--- src/rtl/vgate_pkg.sv ---
package vgate_pkg;
  typedef enum logic [1:0] {
    ST_OFF    = 2'd0,
    ST_SETTLE = 2'd1,
    ST_RUN    = 2'd2,
    ST_SHUT   = 2'd3
  } gateState_t;

  // strobes from control to the ring datapath
  typedef struct packed {
    logic wake;    // clamp unread level to the pre-roll, clear overflow
    logic armed;   // recognizer powered: losses count as overflow
    logic readOk;  // recognizer out of reset: requests may be served
  } ringCtl_t;
endpackage

--- src/rtl/vgate_ctrl.sv ---
module vgate_ctrl
  import vgate_pkg::*;
#(
  parameter int CW = 8,
  parameter int HW = 6
) (
  input  logic          clk,
  input  logic          rstN,
  input  logic [CW-1:0] settleCycles,
  input  logic [HW-1:0] hangFrames,
  input  logic          frameValid,
  input  logic          frameSpeech,
  output logic          pwrEn,
  output logic          recReset,
  output ringCtl_t      ctl
);
  gateState_t    state;
  logic [CW-1:0] settleCnt;
  logic [HW-1:0] quietCnt;
  logic [HW:0]   quietNext;

  assign quietNext = {1'b0, quietCnt} + 1'b1;

  always_ff @(posedge clk or negedge rstN) begin
    if (!rstN) begin
      state     <= ST_OFF;
      settleCnt <= '0;
      quietCnt  <= '0;
    end else begin
      case (state)
        ST_OFF: begin
          if (frameValid && frameSpeech) begin
            state     <= ST_SETTLE;
            settleCnt <= '0;
          end
        end
        ST_SETTLE: begin
          if (settleCnt == settleCycles) begin
            state    <= ST_RUN;
            quietCnt <= '0;
          end else begin
            settleCnt <= settleCnt + 1'b1;
          end
        end
        ST_RUN: begin
          if (frameValid) begin
            if (frameSpeech) begin
              quietCnt <= '0;
            end else if (quietNext >= {1'b0, hangFrames}) begin
              state    <= ST_SHUT;
              quietCnt <= '0;
            end else begin
              quietCnt <= quietNext[HW-1:0];
            end
          end
        end
        default: state <= ST_OFF;  // ST_SHUT: reset already high, drop power
      endcase
    end
  end

  assign pwrEn      = (state != ST_OFF);
  assign recReset   = (state != ST_RUN);
  assign ctl.wake   = (state == ST_OFF) && frameValid && frameSpeech;
  assign ctl.armed  = (state != ST_OFF);
  assign ctl.readOk = (state == ST_RUN);
endmodule

--- src/rtl/vgate_ring.sv ---
module vgate_ring
  import vgate_pkg::*;
#(
  parameter int SW      = 16,
  parameter int DEPTH   = 16,
  parameter int PREROLL = 6
) (
  input  logic          clk,
  input  logic          rstN,
  input  ringCtl_t      ctl,
  input  logic          sampleValid,
  input  logic [SW-1:0] sampleData,
  input  logic          reqValid,
  output logic          respValid,
  output logic [SW-1:0] respData,
  output logic          overflow
);
  localparam int AW = $clog2(DEPTH);
  localparam int LW = $clog2(DEPTH + 1);
  localparam logic [LW-1:0] FULL_LVL = LW'(DEPTH);
  localparam logic [LW-1:0] PRE_LVL  = LW'(PREROLL);

  logic [SW-1:0] mem [DEPTH];
  logic [AW-1:0] wrPtr;
  logic [AW-1:0] rdIdx;
  logic [LW-1:0] level;
  logic [LW-1:0] baseLevel;
  logic [LW-1:0] nextLevel;
  logic          doRead;
  logic          isFull;
  logic          lossNow;

  // oldest unread entry sits `level` slots behind the write pointer
  assign rdIdx     = wrPtr - level[AW-1:0];
  assign doRead    = reqValid && ctl.readOk && (level != '0);
  assign baseLevel = (ctl.wake && (level > PRE_LVL)) ? PRE_LVL : level;
  assign isFull    = (baseLevel == FULL_LVL);
  assign lossNow   = sampleValid && isFull && !doRead && ctl.armed;

  always_comb begin
    nextLevel = baseLevel;
    if (sampleValid && !doRead && !isFull) nextLevel = baseLevel + 1'b1;
    else if (doRead && !sampleValid)       nextLevel = baseLevel - 1'b1;
  end

  always_ff @(posedge clk) begin
    if (sampleValid) mem[wrPtr] <= sampleData;
  end

  always_ff @(posedge clk or negedge rstN) begin
    if (!rstN) begin
      wrPtr     <= '0;
      level     <= '0;
      overflow  <= 1'b0;
      respValid <= 1'b0;
      respData  <= '0;
    end else begin
      level     <= nextLevel;
      respValid <= doRead;
      if (sampleValid) wrPtr <= wrPtr + 1'b1;
      if (doRead) respData <= mem[rdIdx];
      if (ctl.wake)     overflow <= 1'b0;
      else if (lossNow) overflow <= 1'b1;
    end
  end
endmodule

--- src/rtl/vgate_supervisor.sv ---
module vgate_supervisor
  import vgate_pkg::*;
#(
  parameter int SW      = 16,
  parameter int DEPTH   = 16,
  parameter int PREROLL = 6,
  parameter int CW      = 8,
  parameter int HW      = 6
) (
  input  logic          clk,
  input  logic          rstN,
  input  logic [CW-1:0] settleCycles,
  input  logic [HW-1:0] hangFrames,
  input  logic          frameValid,
  input  logic          frameSpeech,
  input  logic          sampleValid,
  input  logic [SW-1:0] sampleData,
  output logic          pwrEn,
  output logic          recReset,
  input  logic          reqValid,
  output logic          respValid,
  output logic [SW-1:0] respData,
  output logic          overflow
);
  ringCtl_t ctl;

  vgate_ctrl #(.CW(CW), .HW(HW)) u_ctrl (
    .clk          (clk),
    .rstN         (rstN),
    .settleCycles (settleCycles),
    .hangFrames   (hangFrames),
    .frameValid   (frameValid),
    .frameSpeech  (frameSpeech),
    .pwrEn        (pwrEn),
    .recReset     (recReset),
    .ctl          (ctl)
  );

  vgate_ring #(.SW(SW), .DEPTH(DEPTH), .PREROLL(PREROLL)) u_ring (
    .clk         (clk),
    .rstN        (rstN),
    .ctl         (ctl),
    .sampleValid (sampleValid),
    .sampleData  (sampleData),
    .reqValid    (reqValid),
    .respValid   (respValid),
    .respData    (respData),
    .overflow    (overflow)
  );
endmodule

--- config.mk ---
export PLATFORM = sky130hd
export DESIGN_NAME = vgate_supervisor
export DESIGN_NICKNAME = d
export VERILOG_FILES = /design/src/rtl/vgate_pkg.sv /design/src/rtl/vgate_ctrl.sv /design/src/rtl/vgate_ring.sv /design/src/rtl/vgate_supervisor.sv
export SDC_FILE = /design/constraint.sdc
export NUM_CORES = 1
export LEC_CHECK = 0
export ABC_AREA = 0
export CAP_MARGIN = 20
export CORE_MARGIN = 2
export CORE_UTILIZATION = 45
export CTS_CLUSTER_SIZE = 40
export DETAILED_ROUTE_END_ITERATION = 8
export DONT_BUFFER_PORTS = 1
export PLACE_DENSITY = 0.67
export SYNTH_ARGS = -nofsm -noshare
export SYNTH_HDL_FRONTEND = slang
export SYNTH_SLANG_ARGS = --single-unit
--- constraint.sdc ---
create_clock -name clk -period 3.85 [get_ports clk]
set_input_delay 0.77 -clock clk [delete_from_list [all_inputs] [get_ports clk]]
set_output_delay 0.77 -clock clk [all_outputs]
set_load 0.02 [all_outputs]
* After elaboration in Yosys (flattened, before gate mapping)
Memories as Yosys holds them, arrays and structs flattened. A register that Yosys moved wholly into a read port is not among the register bits.
Index checks and enable logic that the tools add are counted.
Widths: inputs -> output; s select.
** Word-level totals
- Bits in registers :: 27
- Bits in read-only memories :: 0
- Input port bits :: 36
- Bits in latches :: 0
- Logic and storage cells :: 73
- RAM bits :: 256
- Memories :: 1
- Output and inout bits :: 20
** Memory list
- u_ring.mem :: depth 16, bits a word 16, read ports 1, clocked after memory_dff 1, wr ports 1, RTL line vgate_ring.sv:23 : logic [SW-1:0] mem [DEPTH];
** Operators by class
- Shifts and indexed selects :: 0
- Mux-type cells :: 21
- Eq/ne operators :: 11
- Add/subtract/negate cells :: 6
- Multiply operators :: 0
- Magnitude comparators :: 2
- Bitwise gates (word level) :: 0
- Reduce and logical (&&, ||, !) cells :: 25
- Div/mod/pow operators :: 0
** Operator list (number)
- $mux 6 :: 4
- $mux 8 :: 2
- $pmux 8 s2 :: 1
- $mux 5 :: 3
- $logic_and 1x1->1 :: 12
- $pmux 6 s2 :: 1
- $mux 2 :: 5
- $ne 2x2->1 const B :: 5
- $add 8x1->8 const B :: 1
- $eq 8x8->1 :: 1
- $reduce_bool 2->1 :: 4
- $add 6x1->7 const B :: 1
- $ge 7x6->1 :: 1
- $pmux 2 s3 :: 1
- $reduce_and 3->1 :: 2
- $add 5x1->5 const B :: 1
- $eq 5x5->1 const B :: 1
- $gt 5x3->1 const B :: 1
- $reduce_and 5->1 :: 1
- $reduce_bool 5->1 :: 1
- $sub 5x1->5 const B :: 1
- $add 4x1->4 const B :: 1
- $logic_not 1->1 :: 4
- $mux 1 :: 4
- 5 further kinds :: 6

* Depth between registers and ports, before layout
- Depth in word-level cells :: 11
- Depth in mapped cells :: 10
- Depth with buffers taken out :: 9

* By module
From an unflattened synthesis, not the netlist that was laid out.
** Unflattened totals
- Cells, all modules :: 672
- Area, all modules :: 12453.2 um^2
** Modules (own cells, without submodules)
- vgate_ring :: area an instance 11159.5 um^2, times used 1, seq. area each 8363.0 um^2, cells an instance 530
- vgate_ctrl :: area an instance 1293.7 um^2, times used 1, seq. area each 400.4 um^2, cells an instance 142

* Least setup slack after synthesis
Ideal clock, no wire load.
- Path kind :: input to register
- Start point :: in sampleValid
- End point :: mem u_ring.mem[0][0], enable pin
- Arrival :: 2.622 ns
- Cell stages on the path :: 4
- Path buffers :: 2
- Setup time :: 0.409 ns
- Path slack :: 0.818 ns
- Required time :: 3.441 ns
- Cell sequence :: clkbuf_1 > buf_1 > nand2_1 > nor3_1
** Between the ends
- Longest elaborated chain between the ends :: 2
** Ends and longest elaborated chain
- from (decl) :: RTL line vgate_supervisor.sv:16 : input logic sampleValid,
- $mux 1 :: RTL line vgate_ring.sv:47 : if (sampleValid) mem[wrPtr] <= sampleData;
- $mux 1 (implied by the code) :: RTL line vgate_ring.sv:47
- to (decl) :: RTL line vgate_ring.sv:23
Every way passes these cells.

* Final worst setup path
- Start point :: reg u_ctrl.quietCnt[0]
- End point :: reg u_ctrl.quietCnt[2]
** Between the ends
- Longest elaborated chain between the ends :: 6
** Ends and longest elaborated chain
- from (decl) :: RTL line vgate_ctrl.sv:19 : logic [HW-1:0] quietCnt;
- from (signal assigned) :: RTL line vgate_ctrl.sv:53 : quietCnt <= quietNext[HW-1:0];
- $add 6x1->7 (*) :: RTL line vgate_ctrl.sv:22 : assign quietNext = {1'b0, quietCnt} + 1'b1;
- $ge 7x6->1 :: RTL line vgate_ctrl.sv:49 : end else if (quietNext >= {1'b0, hangFrames}) begin
- $mux 6 (*) :: RTL line vgate_ctrl.sv:49
- $mux 6 (*) :: RTL line vgate_ctrl.sv:47 : if (frameSpeech) begin
- $mux 6 (*) :: RTL line vgate_ctrl.sv:46 : if (frameValid) begin
- $pmux 6 s2 (*) :: RTL line vgate_ctrl.sv:30 : case (state)
Mark *: on every way between the ends. The rest lies on a longest branch, timed or not. The select of a mux whose other input is x is not followed.
A chain may end at the register's enable or synchronous reset.

==> results.json <==
{
  "setup_slack_ps": 771,
  "power_density_nw_per_um2": 915,
  "maxCapViolCount": 0,
  "setup_tns_ps": 0,
  "place.gp.congestion": 0.858,
  "detail_route.wirelength_um": 26800,
  "io_pins": 56,
  "slew_headroom_pct": 45.1,
  "drive_above_1_share_pct": 27.4,
  "yosys_warnings": 0,
  "ff2ff_path_depth": 9,
  "core_um2": 27100,
  "critPathTopFamily": "compound AO/OA/AOI/OAI gates",
  "synth-seq-cells": 299,
  "drtPass1Iterations": 5,
  "pre_cts_ws_ps": 857,
  "power_switching_mw": 4.24,
  "tightest_slew_ps": 820,
  "cts_max_level": 1,
  "grt_max_degree": 45,
  "cts_buffer_depth": 3,
  "syn_area_um2": 12500,
  "synth_ff_type": "edfxtp_1",
  "cp_num_cells": 9,
  "grt_pass1_vias": 6735,
  "cts_tree": "done",
  "synth_edf_count": 256,
  "start_util_pct": 46.0,
  "critPathCaptureType": "register",
  "cp_common_cell": "ha_1",
  "row_count": 60,
  "syn-num-nets": 749,
  "synth-seq-area-share_pct": 70.2,
  "post_cts_resized": 0,
  "hpwl_um": 15700,
  "synth_cells": 692,
  "drc_errors": 0,
  "hold_viol_final": 0,
  "swShare_pct": 32.6,
  "setup_violations": 0,
  "rsz0062_at_grt": "false",
  "port_buffers": 0,
  "cts_setup_buffers": 0,
  "p_seq_share_pct": 33.8,
  "hold_slack_ps": 62.0,
  "synth.avg_cell_area_um2": 18.0,
  "reg2reg_to": "u_ctrl.quietCnt[2]",
  "cts-root-buf": "clkbuf_16",
  "area_delta_synth_final_pct": 13.7,
  "fin_util_pct": 52.4,
  "ys_top_cells_by_area": "edfxtp_1, mux4_2, dfrtp_1, mux2_2, ha_1",
  "finalCritPeriodShare_pct": 80.0,
  "max_freq_mhz": 325,
  "synth_top_area_cell": "edfxtp_1",
  "r2r-start": "u_ctrl.quietCnt[0]",
  "yosysMostFrequentCell": "edfxtp_1",
  "worstSetupEndpoint": "u_ctrl.quietCnt[2]",
  "peakVddDrop_uv": 955,
  "crit_fanout": 7,
  "insertion_delay_ps": 560,
  "hold_path_class": "primary input to asynchronous set/reset pin",
  "status": "complete, no violations",
  "wl_per_cell_um": 24.0,
  "clock-sinks": 299,
  "slowest_stage": "a41oi_1",
  "cpPeakStageDelay_ps": 490,
  "die_w_um": 171,
  "pwr-share-comb_pct": 41.5,
  "synth_commonest_cells": "edfxtp_1, mux4_2, nand2_1, dfrtp_1, mux2_2",
  "drt_iter0_markers": 612,
  "cts_made_buffers": 29,
  "grt_pass1_wl_um": 40300,
  "grt_overflow": 0,
  "yosysUniqueCellTypes": 57,
  "path_class": "register to register",
  "pwr-share-clk_pct": 24.7,
  "reg2reg_slack_ps": 770,
  "critPathLaunchType": "register",
  "post-synth-top-area-fraction_pct": 61.6,
  "clk_pin_slew_worst_paths_ps": 60,
  "nets": 776,
  "die_area_um2": 29100,
  "cp_num_buf_inv": 0,
  "antenna_cells": 0,
  "die_h_um": 171,
  "grt_usage_pct": 18.9,
  "ant_nets": 0,
  "num_vias": 6423,
  "p_int_mw": 8.74,
  "skew_ps": 17.9,
  "p_leak_nw": 4.92,
  "path_cells": "ha_1, nand3_1, xnor2_1, ha_1, a21o_1, a211o_1, a41oi_1, nor4bb_1, a221o_1",
  "antenna_found_initial": 0,
  "worstPathArrival_ps": 3560,
  "fin_crit_ps": 3080,
  "via_per_inst": 5.77,
  "fill_cells": 2111,
  "drv_slew": 0,
  "cp.required_ps": 4330,
  "crit_start": "u_ctrl.quietCnt[0]",
  "async_reset_ff_share_pct": 14.4
}
==> cell families (layout without fill, tap and decap cells) <==
group,after synthesis,count (layout),synth area share (%)
flops,299,299,70.2
mux,103,103,15.0
simple gates,127,127,4.99
fa+ha+maj,21,21,2.17
buf+inv,49,99,1.77
xor+xnor,21,21,1.47
compound gates,72,72,4.34
==> stage by stage <==
stage,area (um2),instances,power (mW)
6_report,14200,1114,13.0
3_3_place_gp,13100,1059,9.74
2_1_floorplan,12500,692,8.58
4_1_cts,14200,1114,13.1
3_5_place_dp,13100,1059,9.88
5_1_grt,14200,1114,13.6
==> how the worst min path moves through the flow <==
| stage | startpoint | to | slack, ps |
|---|---|---|---|
| after global routing | rstN | u_ring.respData[9] | 60 |
| after global placement | rstN | u_ctrl.state[1] | 480 |
| after floorplan | rstN | u_ctrl.quietCnt[0] | 470 |
| after CTS | rstN | u_ring.respData[12] | 50 |
| final | rstN | u_ring.respData[9] | 60 |
| after detailed placement | rstN | u_ring.respValid | 480 |
==> placed cells by master (no fill, tap or decap), drive strengths merged, types with 17 or more instances in the layout <==
cell type / n
a22oi: 17
buf: 27
clkbuf: 38
dfrtp: 43
edfxtp: 256
ha: 20
inv: 19
mux2: 34
mux4: 64
nand2: 51
nor2: 22
o21ai: 19
==> timing repair <==
action,in CTS,in global routing
hold buffers,1,0
endpoints found under the setup margin,0,0
hold endpoints to repair,43,0
==> layer usage <==
| layer | global-route usage (%) | part of all wire (%) |
|---|---|---|
| met5 | 0 | 0 |
| met4 | 4.72 | 2.4 |
| met3 | 4.12 | 7.2 |
| met2 | 32.5 | 50 |
| met1 | 24.5 | 41 |
==> power by group through the flow <==
stage	clock network, mW	logic, mW	registers, mW
after floorplan	0	4.30	4.28
after global placement	0	5.31	4.42
after detailed placement	0	5.43	4.45
after CTS	3.26	5.47	4.39
after global routing	3.39	5.82	4.43
final	3.21	5.38	4.39
==> layout make-up <==
| cell class | instances | area [um2] | share of cell area (%) |
|---|---|---|---|
| flip-flops and latches | 299 | 8760 | 61.8 |
| multi-input cells | 344 | 3550 | 25.0 |
| clock buffers | 38 | 810 | 5.70 |
| well taps | 372 | 465 | 3.28 |
| clock inverters | 16 | 298 | 2.10 |
| repair buffers | 27 | 235 | 1.66 |
| inverters | 18 | 67.6 | 0.476 |
==> sequential cells by signal (all words and copies together), names as in the netlist <==
register          count
u_ctrl.settleCnt      8
u_ctrl.quietCnt       6
u_ctrl.state          2
u_ring.respValid      1
u_ring.respData      16
u_ring.wrPtr          4
u_ring.overflow       1
u_ring.mem          256
u_ring.level          5
No activity file was read; power rests on OpenSTA's default activity.
